### src/rtl/axi_rd_credit_pkg.sv
`timescale 1ns/1ps
package axi_rd_credit_pkg;

  localparam int NKIND    = 3;
  localparam int K_LINE   = 0;
  localparam int K_NCRD   = 1;
  localparam int K_IFETCH = 2;

  // Request source to credit pool; the pool index is also the AXI ID.
  function automatic int kind_pool(input bit hp, input int k);
    if (hp) return k;
    return (k == K_IFETCH) ? 1 : 0;
  endfunction

  function automatic int pool_count(input bit hp);
    return hp ? 3 : 2;
  endfunction

endpackage

### src/rtl/rd_credit_ctr.sv
`timescale 1ns/1ps
module rd_credit_ctr #(
  parameter int CAP   = 2,
  parameter int CNT_W = 3
) (
  input  logic             clk,
  input  logic             rst_n,
  input  logic             inc,
  input  logic             dec,
  output logic [CNT_W-1:0] cnt,
  output logic             room
);
  localparam logic [CNT_W-1:0] CAP_V = CNT_W'(CAP);

  logic [CNT_W-1:0] cnt_d;
  logic             cnt_en;

  always_comb begin
    cnt_en = inc ^ dec;
    cnt_d  = cnt;
    if (inc && !dec)      cnt_d = cnt + 1'b1;
    else if (dec && !inc) cnt_d = cnt - 1'b1;
  end

  always_ff @(posedge clk or negedge rst_n) begin
    if (!rst_n)      cnt <= '0;
    else if (cnt_en) cnt <= cnt_d;
  end

  assign room = (cnt < CAP_V);


  cap_never_exceeded_chk: assert property (@(posedge clk) disable iff (!rst_n)
    cnt <= CAP_V);


  issue_has_room_chk: assert property (@(posedge clk) disable iff (!rst_n)
    (inc && !dec) |-> room);


  no_underflow_chk: assert property (@(posedge clk) disable iff (!rst_n)
    dec |-> (cnt != '0));


  inc_dec_cancel_chk: assert property (@(posedge clk) disable iff (!rst_n)
    (inc && dec) |=> $stable(cnt));

endmodule

### src/rtl/rd_kind_arb.sv
`timescale 1ns/1ps
module rd_kind_arb import axi_rd_credit_pkg::*; (
  input  logic             clk,
  input  logic             rst_n,
  input  logic             slot_free,
  input  logic             wr_sat,
  input  logic [NKIND-1:0] req_vld,
  input  logic [NKIND-1:0] kind_room,
  output logic [NKIND-1:0] gnt
);
  logic [NKIND-1:0] elig;

  always_comb begin
    elig = req_vld & kind_room;
    if (wr_sat) begin
      elig[K_LINE] = 1'b0;
      elig[K_NCRD] = 1'b0;
    end
    gnt = '0;
    if (slot_free) begin
      if (elig[K_IFETCH])    gnt[K_IFETCH] = 1'b1;
      else if (elig[K_LINE]) gnt[K_LINE]   = 1'b1;
      else if (elig[K_NCRD]) gnt[K_NCRD]   = 1'b1;
    end
  end


  single_grant_chk: assert property (@(posedge clk) disable iff (!rst_n)
    $onehot0(gnt));


  data_held_on_sat_chk: assert property (@(posedge clk) disable iff (!rst_n)
    wr_sat |-> (!gnt[K_LINE] && !gnt[K_NCRD]));


  grant_needs_slot_chk: assert property (@(posedge clk) disable iff (!rst_n)
    (gnt != '0) |-> slot_free);

endmodule

### src/rtl/rd_ar_slot.sv
`timescale 1ns/1ps
module rd_ar_slot #(
  parameter int ADDR_W = 32,
  parameter int ID_W   = 2
) (
  input  logic              clk,
  input  logic              rst_n,
  input  logic              load,
  input  logic [ID_W-1:0]   load_id,
  input  logic [ADDR_W-1:0] load_addr,
  input  logic              arready,
  output logic              arvalid,
  output logic [ID_W-1:0]   arid,
  output logic [ADDR_W-1:0] araddr,
  output logic              hs,
  output logic              free
);
  logic vld_d;

  always_comb begin
    hs    = arvalid && arready;
    free  = !arvalid;
    vld_d = load || (arvalid && !arready);
  end

  always_ff @(posedge clk or negedge rst_n) begin
    if (!rst_n) arvalid <= 1'b0;
    else        arvalid <= vld_d;
  end

  always_ff @(posedge clk or negedge rst_n) begin
    if (!rst_n) begin
      arid   <= '0;
      araddr <= '0;
    end else if (load) begin
      arid   <= load_id;
      araddr <= load_addr;
    end
  end


  ar_hold_chk: assert property (@(posedge clk) disable iff (!rst_n)
    (arvalid && !arready) |=> (arvalid && $stable(arid) && $stable(araddr)));


  load_when_empty_chk: assert property (@(posedge clk) disable iff (!rst_n)
    load |-> !arvalid);

endmodule

### src/rtl/rd_retire_map.sv
`timescale 1ns/1ps
module rd_retire_map #(
  parameter int NPOOL = 3,
  parameter int ID_W  = 2
) (
  input  logic             rvalid,
  input  logic             rready,
  input  logic             rlast,
  input  logic [ID_W-1:0]  rid,
  output logic [NPOOL-1:0] dec
);
  logic fin;
  assign fin = rvalid && rready && rlast;

  for (genvar p = 0; p < NPOOL; p++) begin : g_dec
    assign dec[p] = fin && (rid == ID_W'(p));
  end

endmodule

### src/rtl/axi_rd_credit_gate.sv
`timescale 1ns/1ps
module axi_rd_credit_gate import axi_rd_credit_pkg::*; #(
  parameter bit HIGH_PERF  = 1'b1,
  parameter int ADDR_W     = 32,
  parameter int ID_W       = 2,
  parameter int LINE_CAP   = 2,
  parameter int NC_CAP     = 4,
  parameter int DATA_CAP   = 4,
  parameter int IFETCH_CAP = 1
) (
  input  logic                    clk,
  input  logic                    rst_n,
  input  logic                    wr_sat,
  input  logic [NKIND-1:0]        req_vld,
  input  logic [NKIND*ADDR_W-1:0] req_addr,
  output logic [NKIND-1:0]        req_gnt,
  output logic                    m_arvalid,
  input  logic                    m_arready,
  output logic [ID_W-1:0]         m_arid,
  output logic [ADDR_W-1:0]       m_araddr,
  input  logic                    m_rvalid,
  input  logic                    m_rready,
  input  logic [ID_W-1:0]         m_rid,
  input  logic                    m_rlast
);
  localparam int NPOOL     = pool_count(HIGH_PERF);
  localparam int TOTAL_CAP = HIGH_PERF ? (LINE_CAP + NC_CAP + IFETCH_CAP)
                                       : (DATA_CAP + IFETCH_CAP);
  localparam int MAX_CAP   = (NC_CAP > DATA_CAP) ? NC_CAP : DATA_CAP;
  localparam int CNT_W     = $clog2(MAX_CAP + 1);
  localparam int SUM_W     = CNT_W + 2;

  function automatic int cap_of(input int p);
    if (HIGH_PERF) return (p == 0) ? LINE_CAP : ((p == 1) ? NC_CAP : IFETCH_CAP);
    return (p == 0) ? DATA_CAP : IFETCH_CAP;
  endfunction

  logic [NPOOL-1:0] pool_inc;
  logic [NPOOL-1:0] pool_dec;
  logic [NPOOL-1:0] pool_room;
  logic [CNT_W-1:0] pool_cnt [NPOOL];
  logic [NKIND-1:0] kind_room;
  logic             slot_free;
  logic             ar_hs;
  logic [ID_W-1:0]  ld_id;
  logic [ADDR_W-1:0] ld_addr;
  logic [SUM_W-1:0] total_out;

  // credit pools, one per ID in use
  for (genvar p = 0; p < NPOOL; p++) begin : g_pool
    localparam int PCAP = cap_of(p);
    assign pool_inc[p] = ar_hs && (m_arid == ID_W'(p));
    rd_credit_ctr #(.CAP(PCAP), .CNT_W(CNT_W)) u_ctr (
      .clk  (clk),
      .rst_n(rst_n),
      .inc  (pool_inc[p]),
      .dec  (pool_dec[p]),
      .cnt  (pool_cnt[p]),
      .room (pool_room[p])
    );
  end

  for (genvar k = 0; k < NKIND; k++) begin : g_kind
    localparam int KP = kind_pool(HIGH_PERF, k);
    assign kind_room[k] = pool_room[KP];
  end

  rd_retire_map #(.NPOOL(NPOOL), .ID_W(ID_W)) u_retire (
    .rvalid(m_rvalid),
    .rready(m_rready),
    .rlast (m_rlast),
    .rid   (m_rid),
    .dec   (pool_dec)
  );

  rd_kind_arb u_arb (
    .clk      (clk),
    .rst_n    (rst_n),
    .slot_free(slot_free),
    .wr_sat   (wr_sat),
    .req_vld  (req_vld),
    .kind_room(kind_room),
    .gnt      (req_gnt)
  );

  always_comb begin
    ld_id   = '0;
    ld_addr = '0;
    for (int k = 0; k < NKIND; k++) begin
      if (req_gnt[k]) begin
        ld_id   = ID_W'(kind_pool(HIGH_PERF, k));
        ld_addr = req_addr[k*ADDR_W +: ADDR_W];
      end
    end
  end

  rd_ar_slot #(.ADDR_W(ADDR_W), .ID_W(ID_W)) u_slot (
    .clk      (clk),
    .rst_n    (rst_n),
    .load     (req_gnt != '0),
    .load_id  (ld_id),
    .load_addr(ld_addr),
    .arready  (m_arready),
    .arvalid  (m_arvalid),
    .arid     (m_arid),
    .araddr   (m_araddr),
    .hs       (ar_hs),
    .free     (slot_free)
  );

  always_comb begin
    total_out = '0;
    for (int p = 0; p < NPOOL; p++) total_out += SUM_W'(pool_cnt[p]);
  end


  total_cap_chk: assert property (@(posedge clk) disable iff (!rst_n)
    total_out <= SUM_W'(TOTAL_CAP));


  arid_in_range_chk: assert property (@(posedge clk) disable iff (!rst_n)
    m_arvalid |-> (m_arid < ID_W'(NPOOL)));

endmodule

### config.mk
export PLATFORM = sky130hd
export DESIGN_NAME = axi_rd_credit_gate
export DESIGN_NICKNAME = d
export VERILOG_FILES = /design/src/rtl/axi_rd_credit_pkg.sv /design/src/rtl/rd_credit_ctr.sv /design/src/rtl/rd_kind_arb.sv /design/src/rtl/rd_ar_slot.sv /design/src/rtl/rd_retire_map.sv /design/src/rtl/axi_rd_credit_gate.sv
export SDC_FILE = /design/constraint.sdc
export NUM_CORES = 1
export LEC_CHECK = 0
export BUFFER_PORTS_ARGS = -buffer_cell sky130_fd_sc_hd__clkbuf_2
export CORE_MARGIN = 2
export CORE_UTILIZATION = 47
export DETAILED_ROUTE_END_ITERATION = 7
export PLACE_DENSITY_LB_ADDON = 0.25
export SYNTH_ARGS = -nofsm -noshare
export SYNTH_HDL_FRONTEND = slang
export SYNTH_HIERARCHICAL = 1
export SYNTH_SLANG_ARGS = --single-unit
### constraint.sdc
create_clock -name clk -period 2.5 [get_ports clk]
set_input_delay 0.375 -clock clk [delete_from_list [all_inputs] [get_ports clk]]
set_output_delay 0.375 -clock clk [all_outputs]
set_load 0.02 [all_outputs]
### Word level (Yosys, flattened, before mapping)

Index checks and enable logic that the tools add are counted.

* $add $sub $neg: 6
* multiply operators: 0
* divide/modulo/power cells: 0
* $lt $le $gt $ge: 3
* equality and inequality tests: 4
* shift-type cells: 0
* muxes and demuxes: 22
* bitwise operators: 4
* reductions and logical operators: 33

Operator list (number)
* $mux W32: 3
* $mux W3: 7
* $logic_and A1 B1 Y1: 16
* $add A3 B1 Y3 const B: 3
* $sub A3 B1 Y3 const B: 3
* $mux W1: 8
* $mux W2: 4
* $logic_not A1 Y1: 7
* $reduce_and A2 Y1: 3
* $reduce_bool A2 Y1: 3
* $eq A2 B1 Y1 const B: 2
* $eq A2 B2 Y1 const B: 2
* $logic_not A2 Y1: 2
* $and A3 B3 Y3: 1
* $lt A3 B1 Y1 const B: 1
* $lt A3 B2 Y1 const B: 1
* $lt A3 B3 Y1 const B: 1
* $reduce_bool A3 Y1: 1
* $xor A1 B1 Y1: 3
* $logic_or A1 B1 Y1: 1

* flip-flop bits (word level): 44
* bits in latches: 0
* bits in writable memories: 0
* memory bits (read-only): 0
* bits of input ports: 108
* output and inout bits: 38
* memories kept: 0

### Longest topological paths before layout

Gate-level depths: netlist of run 1.

* word-level depth: 11
* gate-level depth with buffers: 9
* depth with buffers taken out: 9

### Modules after synthesis

Netlist of run 1, hierarchy kept.

By module, submodules not included
* rd_ar_slot: times used 1, cells each 76, area each 1456.4 µm², sequential area each 875.8 µm²
* axi_rd_credit_gate: times used 1, cells each 151, area each 938.4 µm², sequential area each 0.0 µm²
* rd_credit_ctr (g_pool[0].u_ctr ...): times used 2, cells each 13, area each 160.2 µm², sequential area each 75.1 µm²
* rd_credit_ctr (g_pool[2].u_ctr): times used 1, cells each 17, area each 177.7 µm², sequential area each 75.1 µm²
* rd_kind_arb: times used 1, cells each 7, area each 50.0 µm², sequential area each 0.0 µm²
* rd_retire_map: times used 1, cells each 4, area each 40.0 µm², sequential area each 0.0 µm²

### Least setup slack after synthesis of run 1

OpenSTA, ideal clock, no wires.

* kind: register to register
* start point: register u_slot.arvalid
* end point: register u_slot.araddr[0]
* library setup time: 0.125 ns
* data arrival time: 2.177 ns
* data required time: 2.375 ns
* slack: 0.198 ns
* stages on the path, launching flop included: 9
* buffers on the path: 3
* clock period less this slack: 2.302 ns
* cells stage by stage: dfrtp_1 -> inv_1 -> nand2b_1 -> nor4b_2 -> buf_6 -> or3_1 -> buf_6 -> buf_12 -> mux2_4

* elaborated cells between the ends (all ways): 5
* classes of those cells: mux (4); reduce/logical (1)

RTL lines
* from (decl): line rd_ar_slot.sv:12 `output logic arvalid,`
* from (signal assigned): line rd_ar_slot.sv:28 `else arvalid <= vld_d;`
* $mux W3 *: line rd_kind_arb.sv:20 `if (slot_free) begin`
* named net req_gnt[1]: line axi_rd_credit_gate.sv:16 `output logic [NKIND-1:0] req_gnt,`
* $mux W32 (2 in series): line axi_rd_credit_gate.sv:90 `if (req_gnt[k]) begin`
* to (signal assigned): line rd_ar_slot.sv:37 `araddr <= load_addr;`
* to (decl): line rd_ar_slot.sv:14 `output logic [ADDR_W-1:0] araddr,`

The timed path passes the listed nets; every way through them passes the cells marked *.
A chain may end at the register's enable or synchronous reset.

### Final worst setup path of run 1

* start point: register g_pool[2].u_ctr.cnt[0]
* end point: output port req_gnt[1]

* word-level cells in the longest chain between the ends: 4

RTL lines
* from (decl): line rd_credit_ctr.sv:10 `output logic [CNT_W-1:0] cnt,`
* from (signal assigned): line rd_credit_ctr.sv:27 `else if (cnt_en) cnt <= cnt_d;`
* $lt A3 B1 Y1: line rd_credit_ctr.sv:30 `assign room = (cnt < CAP_V);`
* named net kind_room[2]: line axi_rd_credit_gate.sv:42 `logic [NKIND-1:0] kind_room;`
* $and A3 B3 Y3: line rd_kind_arb.sv:14 `elig = req_vld & kind_room;`
* $mux W2: line rd_kind_arb.sv:21 `if (elig[K_IFETCH]) gnt[K_IFETCH] = 1'b1;`
* $mux W3: line rd_kind_arb.sv:20
* to (decl): line axi_rd_credit_gate.sv:16

The timed path passes the listed nets, and every way through them passes these cells.

==> results.toml, run 1 <==
[finish]
nNetsFinal = 532
fin_cells = 495
diodes = 0
drive_gt1_frac = 0.4833
area_growth_pct = 26.64

[critical_path]
crit_buf_inv = 2
cp-start-kind = "register"
cpPeakStageDelay_ns = 0.41
path_cells = "nor3_1, and2_4, nor4b_4, buf_6, clkbuf_2"
end_kind = "output port"
cp_slowest_cell = "dfrtp_1"
path_class = "register to output port"
path_delay_family = "buffers and inverters"
required_ns = 2.12
arrival_ns = 1.85
critPathMaxFanout = 66

[clocking]
insertion_delay_ns = 0.28
cts_hold_buf = 0
htreeDepth = 2
cts_sinks = 44
cts_buffers = 5
clkTransAtPathRegs_ns = 0.07
cts_setup_buffers = 0
cts_tree = "done"
root_buffer = "clkbuf_8"
clock_path_buffers = 2

[place]
place_congestion = 0.8104
io_buffers = 145
pre_cts_slack_ns = 0.3888
dp_hpwl_mm = 5.134
dpl.cell_count = 487

[yosys]
synthArstFlopShare = 1.000
synth_ff_type = "dfrtp_1"
seq_area_frac_synth = 0.3691
syn_area_um2 = 2983
yosys_warnings = 6
synth_cell_types = 33
synth_edf_count = 0
syn_avg_cell_area_um2 = 10.62
ys_ff_latch = 44
synth_nets = 396
synthCells = 281

[worst_hold_path]
hold_path.class = "input pin to async pin"

[sta]
slew_headroom = 0.6318
min_period_ns = 2.224
fin_skew_ns = 0.006510
final.period_utilization = 0.8894
tightest_slew_ns = 0.5522
finalSetupViolations = 0
hold_viol = 0
tns_ns = 0
setup_ws_ns = 0.2765
rsz0062_at_grt = "no"
drv_slew = 0
max_freq_ghz = 0.4497

[floorplanning]
num_io_pins = 146
die_width_um = 83.67
rows = 29
start_util = 0.4779
core-area_um2 = 6241
fp.dieH_um = 83.67
die_area_um2 = 7000

[global_routing]
grt_pass1_vias = 2455
grt_pass1_wl_mm = 11.64
grt_max_degree = 67
overflow = 0
grt_antenna_before_repair = 0
grt_usage = 0.2026

[pwr]
power_density_nw_per_um2 = 1066
ir_drop_mv = 0.4892
p_leak_nw = 1.900

[drt]
drt-total-wl_mm = 6.915
vias = 2484
drt_iter0_drc = 66
drc = 0
drt-vias-per-instance = 5.018
firstDrtPassIters = 4
ant_nets = 0
avgRoutedWirePerCell_um = 13.97

[job]
cap_violations = 0

[run_status]
status = "finished, final reports clean"
repair_timing:
| action | CTS | global route |
|---|---|---|
| hold endpoints to repair | 0 | 0 |
| endpoints found under the setup margin | 0 | 1 |
| resized for setup | 0 | 1 |
cell usage after synthesis (3+ instances only):
master,instances,share of area
a21oi_1,64,0.11
nor2_1,4,0.0050
xor2_1,5,0.015
nor3_1,3,0.0050
xnor2_1,4,0.012
dfrtp_1,44,0.37
buf_4,6,0.015
inv_1,9,0.011
nand2_1,3,0.0038
nor2b_1,33,0.069
mux2_2,7,0.026
ha_1,5,0.021
buf_12,3,0.020
buf_2,3,0.0050
mux2_4,29,0.15
nand3b_1,32,0.081
buf_6,7,0.026
logic make-up (layout without fill, tap and decap cells):
| kind of cell | count (synthesis) | in the layout | share of synthesized area |
|---|---|---|---|
| buffers and inverters | 31 | 168 | 0.08221 |
| multiplexers | 37 | 37 | 0.1758 |
| AO/OA/AOI/OAI | 66 | 66 | 0.1116 |
| XOR/XNOR | 9 | 9 | 0.02642 |
| AND/OR/NAND/NOR | 87 | 87 | 0.2005 |
| flip-flops | 44 | 44 | 0.3691 |
| adder cells (fa/ha/maj) | 7 | 7 | 0.03440 |
layout by cell type (no fill, tap or decap):
cell type / synthesis / final
nor4b_4: 0 / 1
bufinv_16: 0 / 1
mux2_4: 29 / 29
or3_2: 0 / 1
xor2_1: 5 / 5
nand3_2: 1 / 1
fa_1: 2 / 2
xnor2_1: 4 / 4
nor3_2: 0 / 1
nand2_1: 3 / 3
nand3b_1: 32 / 32
a21oi_1: 64 / 64
mux2i_1: 1 / 1
inv_1: 9 / 9
and2_1: 1 / 1
nor2_1: 4 / 4
mux2_2: 7 / 7
and3_2: 1 / 1
nand2b_1: 1 / 1
clkbuf_1: 2 / 1
nor3b_2: 2 / 2
clkbuf_8: 0 / 5
o21bai_1: 1 / 1
clkbuf_2: 1 / 145
o21ai_0: 1 / 1
ha_1: 5 / 5
buf_6: 7 / 1
dfrtp_1: 44 / 44
nor2b_1: 33 / 33
and2_4: 1 / 1
clkinv_2: 0 / 1
nor3b_1: 1 / 1
buf_12: 3 / 1
and3b_1: 2 / 2
buf_4: 6 / 4
nor3_1: 3 / 2
flip-flops by register name, indices dropped and copies added, names as in the netlist:
signal / count
g_pool.u_ctr/cnt: 9
u_slot/araddr: 32
u_slot/arid: 2
u_slot/arvalid: 1
power breakdown:
part	switching [W]	internal [W]	leakage (nW)
logic	0.00111	0.00107	1.27
clock network	0.000223	0.000296	0.0552
registers	0.000255	0.00107	0.579
through the flow:
| stage | hold slack (ns) | total power (W) | area [um2] | util |
|---|---|---|---|---|
| 2_1_floorplan | 0.07941 | 0.003002 | 2983 | - |
| 3_3_place_gp | 0.4558 | 0.003480 | 3666 | 0.5874 |
| 3_5_place_dp | 0.4644 | 0.003534 | 3666 | 0.5874 |
| 4_1_cts | 0.1750 | 0.004069 | 3774 | 0.6047 |
| 5_1_grt | 0.2023 | 0.004322 | 3777 | 0.6053 |
| 6_report | 0.1605 | 0.004025 | 3777 | 0.6053 |
layer usage:
layer / up-vias / GRT usage / share of wire
li1: 1244 / - / -
met1: 1141 / 0.2645 / 0.43
met2: 95 / 0.3476 / 0.49
met3: 4 / 0.03858 / 0.069
met4: 0 / 0.04985 / 0.0067
met5: - / 0 / 0
worst paths after layout:
path	start	to	slack, ns	cells past startpoint
max in group asynchronous	rst_n	g_pool[2].u_ctr/cnt[0]	1.96	2
setup reg to reg	g_pool[2].u_ctr/cnt[0]	u_slot/araddr[0]	0.39	6
hold reg to reg	g_pool[0].u_ctr/cnt[2]	g_pool[0].u_ctr/cnt[2]	0.47	1
hold / removal	rst_n	g_pool[1].u_ctr/cnt[2]	0.16	2
setup / recovery	g_pool[2].u_ctr/cnt[0]	req_gnt[1]	0.28	5
min in group clk	m_arready	u_slot/arvalid	0.29	2
final cells by class:
class	count	area [um2]
Fill cell	542	2464
Multi-Input combinational cell	206	1652
Sequential cell	44	1101
Timing Repair Buffer	151	787.0
Tap cell	77	96.34
Clock buffer	6	72.57
Clock inverter	2	35.03
Inverter	9	33.78
(Power assumes the default switching activity.)
==> run 2, diff against run 1 <==
--- a/config.mk
+++ b/config.mk
@@ -8,4 +8,6 @@
 export BUFFER_PORTS_ARGS = -buffer_cell sky130_fd_sc_hd__clkbuf_2
+export CELL_PAD_IN_SITES_DETAIL_PLACEMENT = 1
+export CELL_PAD_IN_SITES_GLOBAL_PLACEMENT = 2
 export CORE_MARGIN = 2
-export CORE_UTILIZATION = 47
+export CORE_UTILIZATION = 27
 export DETAILED_ROUTE_END_ITERATION = 7
==> constraint.sdc (replaced) <==
create_clock -name clk -period 2.5 [get_ports clk]
set_input_delay 0.625 -clock clk [delete_from_list [all_inputs] [get_ports clk]]
set_output_delay 0.625 -clock clk [all_outputs]
set_load 0.02 [all_outputs]
==> results.toml, run 2 (synthesis gave the netlist of run 1 again) <==
[run_status]
status = "finished, final reports clean"

[global_routing]
grt_usage = 0.1432
grt_max_degree = 68
grt_antenna_before_repair = 0
overflow = 0
grt_pass1_wl_mm = 13.30
grt_pass1_vias = 2613

[drt]
dr_wl_met2_mm = 4.192
ant_nets = 0
avgRoutedWirePerCell_um = 15.85
highest_layer = "met4"
drt-total-wl_mm = 8.843
wl_met1_mm = 4.042
drt-vias-per-instance = 4.616
met3_length_um = 514
drt_iter0_drc = 114
vias = 2576
firstDrtPassIters = 4
drc = 0

[sta]
tns_ns = 0
hold_viol = 0
max_freq_ghz = 0.4274
final.period_utilization = 0.9358
rsz0062_at_grt = "no"
slew_headroom = 0.6136
setup_ws_ns = 0.1604
min_period_ns = 2.340
fin_skew_ns = 0.008575
drv_slew = 0
finalSetupViolations = 0
tightest_slew_ns = 0.5796

[finish]
diodes = 0
area_growth_pct = 31.33
mostFrequentLayoutCells = "145 x clkbuf_2, 64 x a21oi_1, 44 x dfrtp_1"
nNetsFinal = 534
largest_reg_flops = 32
ff_latch_area_um2 = 1101
drive_gt1_frac = 0.4856
fin_cells = 558
reg_top3 = "u_slot/araddr x32, g_pool.u_ctr/cnt x9, u_slot/arid x2"
largest_register = "u_slot/araddr"
fin_util = 0.3630
multi_input_area_um2 = 1655
nFillCells = 1280
final_common_cell = "clkbuf_2"

[place]
dpl.cell_count = 551
dp_hpwl_mm = 6.368
pre_cts_slack_ns = 0.2388
place_congestion = 0.7017
io_buffers = 145

[critical_path]
path_class = "register to output port"
rrSetupSlack_ns = 0.29
arrival_ns = 1.71
path_cells = "nor3_1, and3_4, buf_12, clkbuf_2"
timing.rr.start = "g_pool[2].u_ctr/cnt[0]"
critPathMaxFanout = 34
cp_slowest_cell = "dfrtp_1"
end_kind = "output port"
required_ns = 1.88
reg2reg_to = "u_slot/araddr[11]"
reg2reg_depth = 6
cpPeakStageDelay_ns = 0.44
cp-start-kind = "register"

[floorplanning]
fp.dieH_um = 109.1
die_width_um = 109.1
num_io_pins = 146
start_util = 0.2764
die_area_um2 = 11900
core-area_um2 = 10790
rows = 38

[clocking]
root_buffer = "clkbuf_8"
ctsResizeCount = 0
cts_sinks = 44
cts_tree = "done"
insertion_delay_ns = 0.29
clkTransAtPathRegs_ns = 0.08
cts_hold_buf = 0
cts_setup_buffers = 0
clock_path_buffers = 2
htreeDepth = 2
cts_buffers = 5

[pwr]
p_leak_nw = 1.920
ir_drop_mv = 0.3881
power_density_nw_per_um2 = 1059

[worst_hold_path]
hold_path.class = "input pin to async pin"

[job]
cap_violations = 0
-- run 2: changes by cell type in the layout (fill, tap and decap cells not counted), sizes merged --
| cell | previous run | this run |
|---|---|---|
| buf | 6 | 7 |
| clkinv | 1 | 0 |
-- run 2: layer usage --
layer	up-vias	global-route usage
met5	-	0
met4	0	0.03755
met3	9	0.02929
met2	75	0.2311
met1	1249	0.1948
li1	1243	-
-- run 2: area by class of cell --
| class | count | area share |
|---|---|---|
| clock buffer | 5 | 0.01757 |
| clock inverter | 1 | 0.007665 |
| inverter | 9 | 0.008623 |
| multi-input combinational | 206 | 0.4225 |
| sequential | 44 | 0.2811 |
| tap | 140 | 0.04471 |
| timing repair buffer | 153 | 0.2178 |
-- run 2: through the flow --
| step | hold slack (ns) | instance area (um2) | power (W) |
|---|---|---|---|
| floorplan | 0.3294 | 2983 | 0.003002 |
| global placement | 0.4579 | 3790 | 0.003595 |
| detailed placement | 0.4616 | 3790 | 0.003644 |
| CTS | 0.3254 | 3889 | 0.004194 |
| global route | 0.3375 | 3918 | 0.004470 |
| finish | 0.3103 | 3918 | 0.004148 |
-- run 2: worst max-delay path by stage --
| stage | slack (ns) | start | depth (start not counted) | endpoint |
|---|---|---|---|---|
| global placement | 0.26 | wr_sat | 7 | u_slot/araddr[17] |
| finish | 0.16 | g_pool[2].u_ctr/cnt[0] | 4 | req_gnt[2] |
| floorplan | 0.04 | req_vld[2] | 7 | u_slot/araddr[0] |
| detailed placement | 0.24 | wr_sat | 7 | u_slot/araddr[14] |
| CTS | 0.05 | g_pool[2].u_ctr/cnt[0] | 4 | req_gnt[2] |
| global route | 0.03 | g_pool[2].u_ctr/cnt[0] | 4 | req_gnt[2] |
-- run 2: report_power, final --
group          internal [W]  total (W)  switching, W
clock              0.000287   0.000518      0.000231
combinational       0.00113    0.00232       0.00119
sequential          0.00107    0.00131      0.000238
-- run 2: critical path: cells and delay by family (launching register included) --
kind	cells	cell delay, ns
and+or+nand+nor	2	0.60
DFF	1	0.44
buffers and inverters	2	0.38
